--- src/rtl/vga_raster_pkg.sv ---
// Shared types for the raster controller.
// Assumes pixels are packed red-high, blue-low in one byte.
package vga_raster_pkg;

    // One pixel in 3-3-2 packing; bit order matches the RAM word.
    typedef struct packed {
        logic [2:0] red;
        logic [2:0] green;
        logic [1:0] blue;
    } rgb332_t;

    localparam rgb332_t RGB_BLACK = '0;

endpackage

--- src/rtl/vga_axis_timer.sv ---
// One scan axis: a wrapping counter plus decode of the visible span and the
// active-low sync span. Used once for columns (step every clock) and once
// for rows (step on each horizontal sync start).
// Assumes ACTIVE, FRONT, PULSE and BACK are all at least 1.
module vga_axis_timer #(
    parameter int ACTIVE = 640,
    parameter int FRONT  = 16,
    parameter int PULSE  = 96,
    parameter int BACK   = 48,
    localparam int TOTAL = ACTIVE + FRONT + PULSE + BACK,
    localparam int CW    = $clog2(TOTAL)
) (
    input  logic          clk,
    input  logic          rst_n,
    input  logic          step_i,
    output logic [CW-1:0] count_o,
    output logic          active_o,
    output logic          sync_n_o,
    output logic          pulse_start_o
);

    localparam int SYNC_BEG = ACTIVE + FRONT;
    localparam int SYNC_END = SYNC_BEG + PULSE;
    localparam logic [CW-1:0] LAST = CW'(TOTAL - 1);

    logic [CW-1:0] count_q;

    // Position counter: clears on reset, wraps after the last position.
    always_ff @(posedge clk) begin
        if (!rst_n) begin
            count_q <= '0;
        end else if (step_i) begin
            count_q <= (count_q == LAST) ? '0 : count_q + CW'(1);
        end
    end

    // Span decode: visible area, sync window, and the step into sync.
    always_comb begin
        active_o      = (count_q < CW'(ACTIVE));
        sync_n_o      = !((count_q >= CW'(SYNC_BEG)) && (count_q < CW'(SYNC_END)));
        pulse_start_o = step_i && (count_q == CW'(SYNC_BEG - 1));
    end

    assign count_o = count_q;

    AST_CNT_RANGE: assert property (@(posedge clk) disable iff (!rst_n)
        count_q <= LAST) else $error("axis count out of range");

    AST_CNT_WRAP: assert property (@(posedge clk) disable iff (!rst_n)
        (step_i && count_q == LAST) |=> (count_q == '0)) else $error("axis wrap missed");

    AST_CNT_HOLD: assert property (@(posedge clk) disable iff (!rst_n)
        !step_i |=> $stable(count_q)) else $error("axis moved without step");

endmodule

--- src/rtl/vga_addr_gen.sv ---
// Linear frame-buffer address from column and row: row*H_ACTIVE + column
// inside the visible area, zero elsewhere.
// Assumes row and column widths do not exceed the address width.
module vga_addr_gen #(
    parameter int H_ACTIVE = 640,
    parameter int V_ACTIVE = 480,
    parameter int HCW      = 10,
    parameter int VCW      = 10,
    localparam int ADDR_W  = $clog2(H_ACTIVE * V_ACTIVE)
) (
    input  logic [HCW-1:0]    col_i,
    input  logic [VCW-1:0]    row_i,
    input  logic              visible_i,
    output logic [ADDR_W-1:0] addr_o
);

    // Address arithmetic; the multiplier is by a constant.
    always_comb begin
        if (visible_i) begin
            addr_o = ADDR_W'(row_i) * ADDR_W'(H_ACTIVE) + ADDR_W'(col_i);
        end else begin
            addr_o = '0;
        end
    end

endmodule

--- src/rtl/vga_out_stage.sv ---
// Output alignment. Stage one holds the sync and visible flags for the clock
// the RAM needs. Stage two registers all ten pins together, blanking the
// colour outside the visible area.
// Assumes pix_data_i belongs to the position whose flags sit in stage one.
module vga_out_stage
    import vga_raster_pkg::*;
(
    input  logic       clk,
    input  logic       rst_n,
    input  logic       hs_n_i,
    input  logic       vs_n_i,
    input  logic       visible_i,
    input  logic [7:0] pix_data_i,
    output logic       hsync_n_o,
    output logic       vsync_n_o,
    output logic [2:0] red_o,
    output logic [2:0] green_o,
    output logic [1:0] blue_o
);

    logic    hs_d, vs_d, vis_d;
    logic    hs_q, vs_q;
    rgb332_t rgb_q;
    logic [1:0] warm_q;

    // Stage one: wait out the RAM read latency.
    always_ff @(posedge clk) begin
        if (!rst_n) begin
            hs_d  <= 1'b1;
            vs_d  <= 1'b1;
            vis_d <= 1'b0;
        end else begin
            hs_d  <= hs_n_i;
            vs_d  <= vs_n_i;
            vis_d <= visible_i;
        end
    end

    // Stage two: glitch-free pins, colour gated by visibility.
    always_ff @(posedge clk) begin
        if (!rst_n) begin
            hs_q  <= 1'b1;
            vs_q  <= 1'b1;
            rgb_q <= RGB_BLACK;
        end else begin
            hs_q  <= hs_d;
            vs_q  <= vs_d;
            rgb_q <= vis_d ? rgb332_t'(pix_data_i) : RGB_BLACK;
        end
    end

    // Cycles since reset, saturating; gates the two-deep history checks.
    always_ff @(posedge clk) begin
        if (!rst_n) begin
            warm_q <= '0;
        end else if (warm_q != 2'd3) begin
            warm_q <= warm_q + 2'd1;
        end
    end

    assign hsync_n_o = hs_q;
    assign vsync_n_o = vs_q;
    assign red_o     = rgb_q.red;
    assign green_o   = rgb_q.green;
    assign blue_o    = rgb_q.blue;

    AST_HS_BLANK: assert property (@(posedge clk) disable iff (!rst_n)
        !hs_q |-> (rgb_q == RGB_BLACK)) else $error("colour during hsync");

    AST_VS_BLANK: assert property (@(posedge clk) disable iff (!rst_n)
        !vs_q |-> (rgb_q == RGB_BLACK)) else $error("colour during vsync");

    AST_HIDDEN_BLACK: assert property (@(posedge clk) disable iff (!rst_n)
        (warm_q == 2'd3 && !$past(visible_i, 2)) |-> (rgb_q == RGB_BLACK)) else $error("blanking leak");

    AST_HS_LATENCY: assert property (@(posedge clk) disable iff (!rst_n)
        (warm_q == 2'd3) |-> (hs_q == $past(hs_n_i, 2))) else $error("hsync misaligned");

endmodule

--- src/rtl/vga_raster_ctrl.sv ---
// Top of the raster controller: column and row timers, frame-buffer address,
// and the aligned output stage.
// Assumes a video RAM with one clock of read latency on pix_data_i.
module vga_raster_ctrl #(
    parameter int H_ACTIVE = 640,
    parameter int H_FRONT  = 16,
    parameter int H_PULSE  = 96,
    parameter int H_BACK   = 48,
    parameter int V_ACTIVE = 480,
    parameter int V_FRONT  = 10,
    parameter int V_PULSE  = 2,
    parameter int V_BACK   = 33,
    localparam int ADDR_W  = $clog2(H_ACTIVE * V_ACTIVE)
) (
    input  logic              clk,
    input  logic              rst_n,
    output logic [ADDR_W-1:0] pix_addr_o,
    input  logic [7:0]        pix_data_i,
    output logic [2:0]        red_o,
    output logic [2:0]        green_o,
    output logic [1:0]        blue_o,
    output logic              hsync_n_o,
    output logic              vsync_n_o
);

    localparam int H_TOTAL = H_ACTIVE + H_FRONT + H_PULSE + H_BACK;
    localparam int V_TOTAL = V_ACTIVE + V_FRONT + V_PULSE + V_BACK;
    localparam int HCW     = $clog2(H_TOTAL);
    localparam int VCW     = $clog2(V_TOTAL);

    logic [HCW-1:0] col;
    logic [VCW-1:0] row;
    logic           h_vis, v_vis, h_sync_n, v_sync_n;
    logic           h_start, v_start;
    logic           visible;

    vga_axis_timer #(
        .ACTIVE(H_ACTIVE), .FRONT(H_FRONT), .PULSE(H_PULSE), .BACK(H_BACK)
    ) u_col (
        .clk(clk), .rst_n(rst_n), .step_i(1'b1),
        .count_o(col), .active_o(h_vis), .sync_n_o(h_sync_n),
        .pulse_start_o(h_start)
    );

    // Rows step on each horizontal sync start, not at the line wrap.
    vga_axis_timer #(
        .ACTIVE(V_ACTIVE), .FRONT(V_FRONT), .PULSE(V_PULSE), .BACK(V_BACK)
    ) u_row (
        .clk(clk), .rst_n(rst_n), .step_i(h_start),
        .count_o(row), .active_o(v_vis), .sync_n_o(v_sync_n),
        .pulse_start_o(v_start)
    );

    assign visible = h_vis && v_vis;

    vga_addr_gen #(
        .H_ACTIVE(H_ACTIVE), .V_ACTIVE(V_ACTIVE), .HCW(HCW), .VCW(VCW)
    ) u_addr (
        .col_i(col), .row_i(row), .visible_i(visible), .addr_o(pix_addr_o)
    );

    vga_out_stage u_out (
        .clk(clk), .rst_n(rst_n),
        .hs_n_i(h_sync_n), .vs_n_i(v_sync_n), .visible_i(visible),
        .pix_data_i(pix_data_i),
        .hsync_n_o(hsync_n_o), .vsync_n_o(vsync_n_o),
        .red_o(red_o), .green_o(green_o), .blue_o(blue_o)
    );

    AST_ADDR_RANGE: assert property (@(posedge clk) disable iff (!rst_n)
        pix_addr_o < ADDR_W'(H_ACTIVE * V_ACTIVE)) else $error("address past frame");

    AST_ROW_ON_HSYNC: assert property (@(posedge clk) disable iff (!rst_n)
        v_start |-> h_start) else $error("row event off hsync");

    AST_ADDR_HIDDEN: assert property (@(posedge clk) disable iff (!rst_n)
        !h_sync_n |-> (pix_addr_o == '0)) else $error("address during hsync");

endmodule

--- config.mk ---
export PLATFORM = sky130hd
export DESIGN_NAME = vga_raster_ctrl
export DESIGN_NICKNAME = d
export VERILOG_FILES = /design/src/rtl/vga_raster_pkg.sv /design/src/rtl/vga_axis_timer.sv /design/src/rtl/vga_addr_gen.sv /design/src/rtl/vga_out_stage.sv /design/src/rtl/vga_raster_ctrl.sv
export SDC_FILE = /design/constraint.sdc
export NUM_CORES = 1
export LEC_CHECK = 0
export BUFFER_PORTS_ARGS = -buffer_cell sky130_fd_sc_hd__buf_2
export CORE_MARGIN = 4
export CORE_UTILIZATION = 50
export DETAILED_ROUTE_END_ITERATION = 10
export GPL_ROUTABILITY_DRIVEN = 1
export PLACE_DENSITY = 0.73
export SYNTH_ARGS = -nofsm -noshare
export SYNTH_HDL_FRONTEND = slang
export SYNTH_SLANG_ARGS = --single-unit
--- constraint.sdc ---
create_clock -name clk -period 2.86 [get_ports clk]
set_input_delay 0.143 -clock clk [delete_from_list [all_inputs] [get_ports clk]]
set_output_delay 0.143 -clock clk [all_outputs]
set_load 0.02 [all_outputs]
Word level (Yosys, flattened, before mapping). Index checks and enable logic that the tools add are counted.

Register bits: 33. Bits in latches: 0. RAM bits: 0. ROM bits: 0. Input bits: 10. Output and inout port bits: 29. Word-level logic and storage cells: 33. Memories kept: 0.

Add/subtract/negate cells: 3. $mul: 1. Divide/modulo/power cells: 0. $lt $le $gt $ge: 6. Equality and inequality tests: 3. Shift operators: 0. Multiplexer cells: 2. Bitwise operators: 1. Reduce and logical (&&, ||, !) cells: 7.

Operator list (number): $eq A10 B10 Y1 const B (3); $add A10 B1 Y10 const B (2); $lt A10 B10 Y1 const B (2); $lt A10 B9 Y1 const B (2); $add A19 B10 Y19 (1); $mux W19 (1); $mul A10 B3 Y12 const B (1); $ge A10 B10 Y1 const B (1); $ge A10 B9 Y1 const B (1); $mux W10 (1); $logic_and A1 B1 Y1 (3); $logic_not A1 Y1 (2); $reduce_and A2 Y1 (1); $reduce_or A2 Y1 (1); $not A1 Y1 (1).

Logic depth before layout (Yosys ltp). Gate-level depths: netlist (run 1).

Depth in word-level cells: 3. Gate-level depth with buffers: 9.

By module. Synthesis (run 1) repeated with hierarchy kept, for this count alone.

Cells, all modules: 251. Area total of the unflattened synthesis: 2299.7 um2.

Modules (own cells, without submodules): vga_addr_gen (instances 1, cells an instance 104, area an instance 857.1 um2, seq. area each 0.0 um2); vga_axis_timer (u_row) (instances 1, cells an instance 59, area an instance 545.5 um2, seq. area each 200.2 um2); vga_axis_timer (u_col) (instances 1, cells an instance 59, area an instance 535.5 um2, seq. area each 200.2 um2); vga_out_stage (instances 1, cells an instance 27, area an instance 351.6 um2, seq. area each 260.2 um2); vga_raster_ctrl (instances 1, cells an instance 2, area an instance 10.0 um2, seq. area each 0.0 um2).

Least setup slack after synthesis (run 1). OpenSTA, ideal clock, no wires.

Path type: register to output. From: register u_row.count_q[1] (netlist: u_row.count_o[1]). To: output pix_addr_o[17]. Data arrival time: 2.782 ns. Required time: 2.717 ns. Setup slack: -0.065 ns. Cell stages (with the launch flop): 10. Buffers on the path: 0. Cell sequence: dfxtp_1 > ha_1 > ha_1 > fa_1 > a21o_2 > a21oi_1 > xnor2_1 > nand3_1 > nor3_1 > mux2i_1.

Word-level cells in the longest chain between the ends: 3. Elaborated cells on any way between the ends: 5. Those cells by class: add/sub: 1; mul: 1; order compare: 1; mux: 1; reduce/logical: 1.

RTL lines: from (decl) (line vga_axis_timer.sv:26) `logic [CW-1:0] count_q;`; from (signal assigned) (line vga_axis_timer.sv:33) `count_q <= (count_q == LAST) ? '0 : count_q + CW'(1);`; $mul A10 B3 Y12 / $lt A10 B9 Y1 (equally long branches) (line vga_addr_gen.sv:20, vga_axis_timer.sv:39); $add A19 B10 Y19 / $logic_and A1 B1 Y1 (equally long branches) (line vga_addr_gen.sv:20, vga_raster_ctrl.sv:54); $mux W19 * (line vga_addr_gen.sv:19) `if (visible_i) begin`; to (decl) (line vga_raster_ctrl.sv:17) `output logic [ADDR_W-1:0] pix_addr_o,`.

Every way passes the cells marked *; elsewhere a longest branch is shown, timed or not.

Final worst setup path (run 1).
From: register u_row.count_q[2] (netlist: u_row.count_o[2]). To: output pix_addr_o[18].

Same word-level chain as after synthesis.

==> flow_metrics.tcl, run 1 <==
set metrics [dict create \
    outcome "finished, violations left" \
    violations "negative setup slack" \
    fmax_ghz 0.337 \
    htree_levels 2 \
    slew_headroom 0.654 \
    yosysSeqAreaShare 0.308 \
    tightest_slew_ps 520 \
    p_sw_frac 0.225 \
    path_clk_slew_ps 70 \
    cts_tree "yes" \
    rsz0062_at_grt "true" \
    grt_pass1_wl_um 7750 \
    io_pins 39 \
    endpoint_kind "primary output" \
    finalSetupTns_ps -104 \
    critPathSlowestCell "dfxtp_4" \
    critPathMaxFanout 4 \
    p_int_mw 0.653 \
    initial_core_util 0.525 \
    vdd_drop_max_mv 0.158 \
    design_area_sq_um 2840 \
    via_per_inst 5.23 \
    insertedDiodeCount 0 \
    p_per_area_nw_per_um2 296 \
    synth.largest_area_cell "dfxtp_1" \
    postRouteAntennaNets 0 \
    die_x_um 73.5 \
    route.vias.total 1788 \
    grt_max_degree 20 \
    seq_power_share 0.561 \
    p_sw_mw 0.190 \
    worst-path-buf-inv 2 \
    cp_common_cell "ha_4" \
    antenna_found_initial 0 \
    final-setup-viol-count 1 \
    drive_above_1_share 0.387 \
    post-route-period-util 1.04 \
    dr.first_iter.drc_count 63 \
    synth_top_cell_area_share 0.308 \
    firstDrtPassIters 4 \
    whs_ps 103 \
    required_ps 2720 \
    dieHeight_um 73.5 \
    synth_area_leaders "dfxtp_1 31%, ha_1 13%, nor2_1 6.3%" \
    routed_wl_um 4590 \
    final_common_cell "nor2_1" \
    grtUsageTotal 0.181 \
    power.leakage_nw 1.33 \
    cp_cell_sequence "ha_4 > ha_4 > a211oi_4 > o21bai_2 > buf_4 > o41ai_4 > xor2_2 > nor3_2 > mux2_4 > buf_6" \
    die-area_sq_um 5410 \
    report.final.slew_viol_count 0 \
    fin_ws_ps -104 \
    syn_nets 266 \
    cap_viol_max_count 0 \
    gp_congestion 0.789 \
    synth_warnings 0 \
    syn_inst 231 \
    arrival_ps 2820 \
    grt-ovfl-total 0 \
    dpl-instance-area_sq_um 2480 \
    numClockSinks 33 \
    final_cell_mix "35 x nor2_1, 34 x buf_2, 27 x dfxtp_1" \
    clockBufferDepth 2 \
    cts_buffers 5 \
    hold_class "primary input to register" \
    fin_nets 326 \
    clock_latency_ps 280 \
    synthesis.area_per_instance_sq_um 9.29 \
    pwr-share-clk 0.388 \
    grt_pass1_vias 1727 \
    hpwlAfterDp_um 3290 \
    yosysUniqueCellTypes 45 \
    start_kind "register" \
    cts_hold_buf 0 \
    core.rowCount 23 \
    period_needed_ps 2960 \
    clockRootBuffer "clkbuf_8" \
    synth_area_sq_um 2150 \
    skew_ps 5.78 \
    port_buffers 38 \
    power_frac_comb 0.051 \
    criticalPathCategory "register to primary output" \
    cp_top_family "compound AO/OA/AOI/OAI gates" \
    syn_to_final_growth_pct 32.4 \
    critPathMaxStageDelay_ps 370 \
    ys_ff_latch 33 \
    core-area_sq_um 4090 \
    drc 0 \
    hold_viol_final 0 \
    post_drt_wl_per_cell_um 13.4 \
]
-- final timing paths --
check                        start                to  slack [ps]  cells after the start
setup / recovery  u_row.count_o[2]    pix_addr_o[18]        -100                     10
hold / removal       pix_data_i[0]   u_out.blue_o[0]         100                      2
setup reg to reg  u_col.count_o[0]  u_row.count_o[9]         990                      7
hold reg to reg         u_out.vs_d   u_out.vsync_n_o         410                      1
-- power by group through the flow --
stage | Sequential (mW) | Clock, mW | Combinational, mW
6_report | 0.473 | 0.327 | 0.0431
5_1_grt | 0.473 | 0.356 | 0.0489
4_1_cts | 0.474 | 0.336 | 0.0436
3_5_place_dp | 0.484 | 0 | 0.0432
3_3_place_gp | 0.484 | 0 | 0.0427
2_1_floorplan | 0.489 | 0 | 0.0210
-- logic make-up (layout without fill, tap and decap cells) --
family / Yosys count / count (layout) / share of synthesized area
adder cells (fa/ha/maj): 25 / 25 / 0.153
AND/OR/NAND/NOR: 114 / 114 / 0.308
XOR/XNOR: 28 / 28 / 0.118
AO/OA/AOI/OAI: 19 / 19 / 0.0781
flip-flops: 33 / 33 / 0.308
buffers and inverters: 8 / 69 / 0.0146
multiplexers: 4 / 4 / 0.0210
-- registers in the layout, indices dropped and copies added (netlist names) --
name / count
u_out.vsync_n_o: 1
u_out.vs_d: 1
u_out.vis_d: 1
u_out.hs_d: 1
u_out.red_o: 3
u_out.hsync_n_o: 1
u_row.count_o: 10
u_col.count_o: 10
u_out.blue_o: 2
u_out.green_o: 3
-- per-stage QoR --
step	cells	setup slack [ps]	utilization	power [mW]
after floorplan	231	52.6	-	0.510
after global routing	342	-181	0.696	0.878
after CTS	340	-114	0.674	0.853
after global placement	327	58.1	0.607	0.526
final	342	-104	0.696	0.843
after detailed placement	327	19.0	0.607	0.527
-- what timing repair did --
action / CTS / global route
gates cloned: 0 / 0
gates resized for setup: 26 / 14
pin swaps: 13 / 11
setup endpoints to repair: 3 / 5
setup buffers: 5 / 2
-- layout make-up --
cell class | instances | area, sq um
Multi-Input combinational cell | 190 | 1670
Clock buffer | 6 | 72.6
Sequential cell | 33 | 671
Clock inverter | 2 | 10.0
Tap cell | 50 | 62.6
Fill cell | 307 | 1240
Timing Repair Buffer | 57 | 347
Inverter | 4 | 15.0
-- synth_stat cells (all sizes together) --
cell type   n
nand4       5
o21a        1
o41ai       1
clkbuf      3
nand2b      6
nor3b       1
a21o        3
or3         2
or2         1
or3b        1
o21ba       1
o21bai      2
nand3b      1
mux2        1
fa          2
and3       13
o21ai       4
xor2       15
nor2       36
nor4b       4
xnor2      13
mux2i       3
nand3       9
a21oi       4
and2       12
nor3        6
a22oi       1
o211ai      1
dfxtp      33
nor2b       2
a211oi      1
nor4        3
inv         4
and4        1
nand2      11
buf         1
ha         23
-- layer usage --
metal / part of all wire / GRT usage / up-vias
li1: - / - / 915
met1: 0.47 / 0.241 / 816
met2: 0.45 / 0.294 / 55
met3: 0.069 / 0.0301 / 2
met4: 0.0083 / 0.0644 / 0
met5: 0 / 0 / -
(Power assumes the default switching activity.)
==> run 2, diff against run 1 <==
--- a/config.mk
+++ b/config.mk
@@ -6,7 +6,7 @@
 export NUM_CORES = 1
 export LEC_CHECK = 0
 export BUFFER_PORTS_ARGS = -buffer_cell sky130_fd_sc_hd__buf_2
-export CORE_MARGIN = 4
+export CORE_MARGIN = 2
 export CORE_UTILIZATION = 50
 export DETAILED_ROUTE_END_ITERATION = 10
 export GPL_ROUTABILITY_DRIVEN = 1
==> constraint.sdc (replaced) <==
create_clock -name clk -period 2.86 [get_ports clk]
set_input_delay 0.143 -clock clk [delete_from_list [all_inputs] [get_ports clk]]
set_output_delay 0.143 -clock clk [all_outputs]
set_load 0.01 [all_outputs]
==> flow_metrics.tcl, run 2 (synthesis results as in run 1) <==
set metrics [dict create \
    outcome "finished, violations left" \
    violations "negative setup slack" \
    required_ps 2720 \
    post_drt_wl_per_cell_um 13.2 \
    endpoint_kind "primary output" \
    cp_top_family "adder cells" \
    design_power_total_mw 0.849 \
    port_buffers 38 \
    skew_ps 4.94 \
    grt_max_degree 20 \
    rsz0062_at_grt "true" \
    drc 0 \
    via_per_inst 5.23 \
    slew_headroom 0.540 \
    antenna_found_initial 0 \
    io_pins 39 \
    critPathMaxStageDelay_ps 370 \
    clock_latency_ps 280 \
    place_ws_ps -8.80 \
    postRouteAntennaNets 0 \
    die-area_sq_um 4830 \
    clockRootBuffer "clkbuf_8" \
    start_kind "register" \
    die_x_um 69.5 \
    cts_buffers 5 \
    hold_class "primary input to register" \
    drive_above_1_share 0.359 \
    worst-path-buf-inv 1 \
    cp_cell_sequence "ha_4 > ha_4 > fa_2 > xor2_2 > nand3_2 > nor4_4 > o211ai_2 > nor3_2 > mux2_4 > buf_6" \
    power.leakage_nw 1.29 \
    firstDrtPassIters 4 \
    fin_nets 322 \
    initial_core_util 0.529 \
    tightest_slew_ps 687 \
    hpwlAfterDp_um 3240 \
    cts_hold_buf 0 \
    cts_tree "yes" \
    routed_wl_um 4440 \
    dieHeight_um 69.5 \
    hold_viol_final 0 \
    critPathMaxFanout 2 \
    core-area_sq_um 4060 \
    grtUsageTotal 0.196 \
    vdd_drop_max_mv 0.292 \
    period_needed_ps 2940 \
    arrival_ps 2800 \
    critPathSlowestCell "fa_2" \
    path_clk_slew_ps 60 \
    report.final.slew_viol_count 0 \
    cp_common_cell "ha_4" \
    grt_pass1_vias 1700 \
    gp_congestion 0.782 \
    insertedDiodeCount 0 \
    p_per_area_nw_per_um2 310 \
    syn_to_final_growth_pct 27.8 \
    numClockSinks 33 \
    clockBufferDepth 2 \
    post-route-period-util 1.03 \
    final_cell_mix "37 x buf_2, 34 x nor2_1, 28 x dfxtp_1" \
    core.rowCount 23 \
    fin_ws_ps -83.4 \
    cap_viol_max_count 0 \
    grt-ovfl-total 0 \
    fmax_ghz 0.340 \
    final_common_cell "buf_2" \
    dr.first_iter.drc_count 49 \
    criticalPathCategory "register to primary output" \
    final-setup-viol-count 1 \
    route.vias.total 1762 \
    htree_levels 2 \
    grt_pass1_wl_um 7750 \
]
-- run 2: cell count changes in the layout (fill, tap and decap cells not counted), sizes merged --
cell / delta
clkbuf: +1
buf: -4
clkinv: -2
-- run 2: metal layers --
metal / track usage / up-vias / routed length, um
li1: - / 909 / -
met1: 0.244 / 825 / 2000
met2: 0.330 / 22 / 2230
met3: 0.0610 / 6 / 156
met4: 0.0501 / 0 / 44
met5: 0 / - / 0
-- run 2: power by group --
part / internal, mW / switching, mW / total (mW) / leakage [nW]
clock: 0.190 / 0.150 / 0.340 / 0.0443
sequential: 0.468 / 0.00560 / 0.473 / 0.271
combinational: 0.0167 / 0.0195 / 0.0362 / 0.973
-- run 2: repair_timing --
item	CTS	global route
hold endpoints to repair	0	0
buffers inserted	5	1
pin swaps	13	7
setup endpoints to repair	3	4
gates resized for setup	24	7
-- run 2: final cells by class --
class	count	area, sq um
Sequential cell	33	669
Multi-Input combinational cell	190	1600
Clock buffer	7	86.3
Timing Repair Buffer	53	309
Tap cell	50	62.6
Inverter	4	15.0
Fill cell	342	1310
-- run 2: path summary, 6_finish.rpt --
kind / start / end / slack [ps] / cells past startpoint
max: u_row.count_o[3] / pix_addr_o[18] / -80 / 10
min: pix_data_i[5] / u_out.red_o[0] / 100 / 2
max reg2reg: u_col.count_o[0] / u_row.count_o[9] / 920 / 7
min reg2reg: u_out.vs_d / u_out.vsync_n_o / 410 / 1
-- run 2: per-stage QoR --
stage | utilization | std cells | hold slack, ps | instance area (sq um) | TNS [ps]
after CTS | 0.669 | 336 | 92.9 | 2710 | -127
final | 0.676 | 337 | 98.4 | 2740 | -83.4
after global placement | 0.604 | 324 | 381 | 2450 | 0
after detailed placement | 0.604 | 324 | 384 | 2450 | -8.80
after floorplan | - | 231 | 302 | 2150 | 0
after global routing | 0.676 | 337 | 83.7 | 2740 | -327
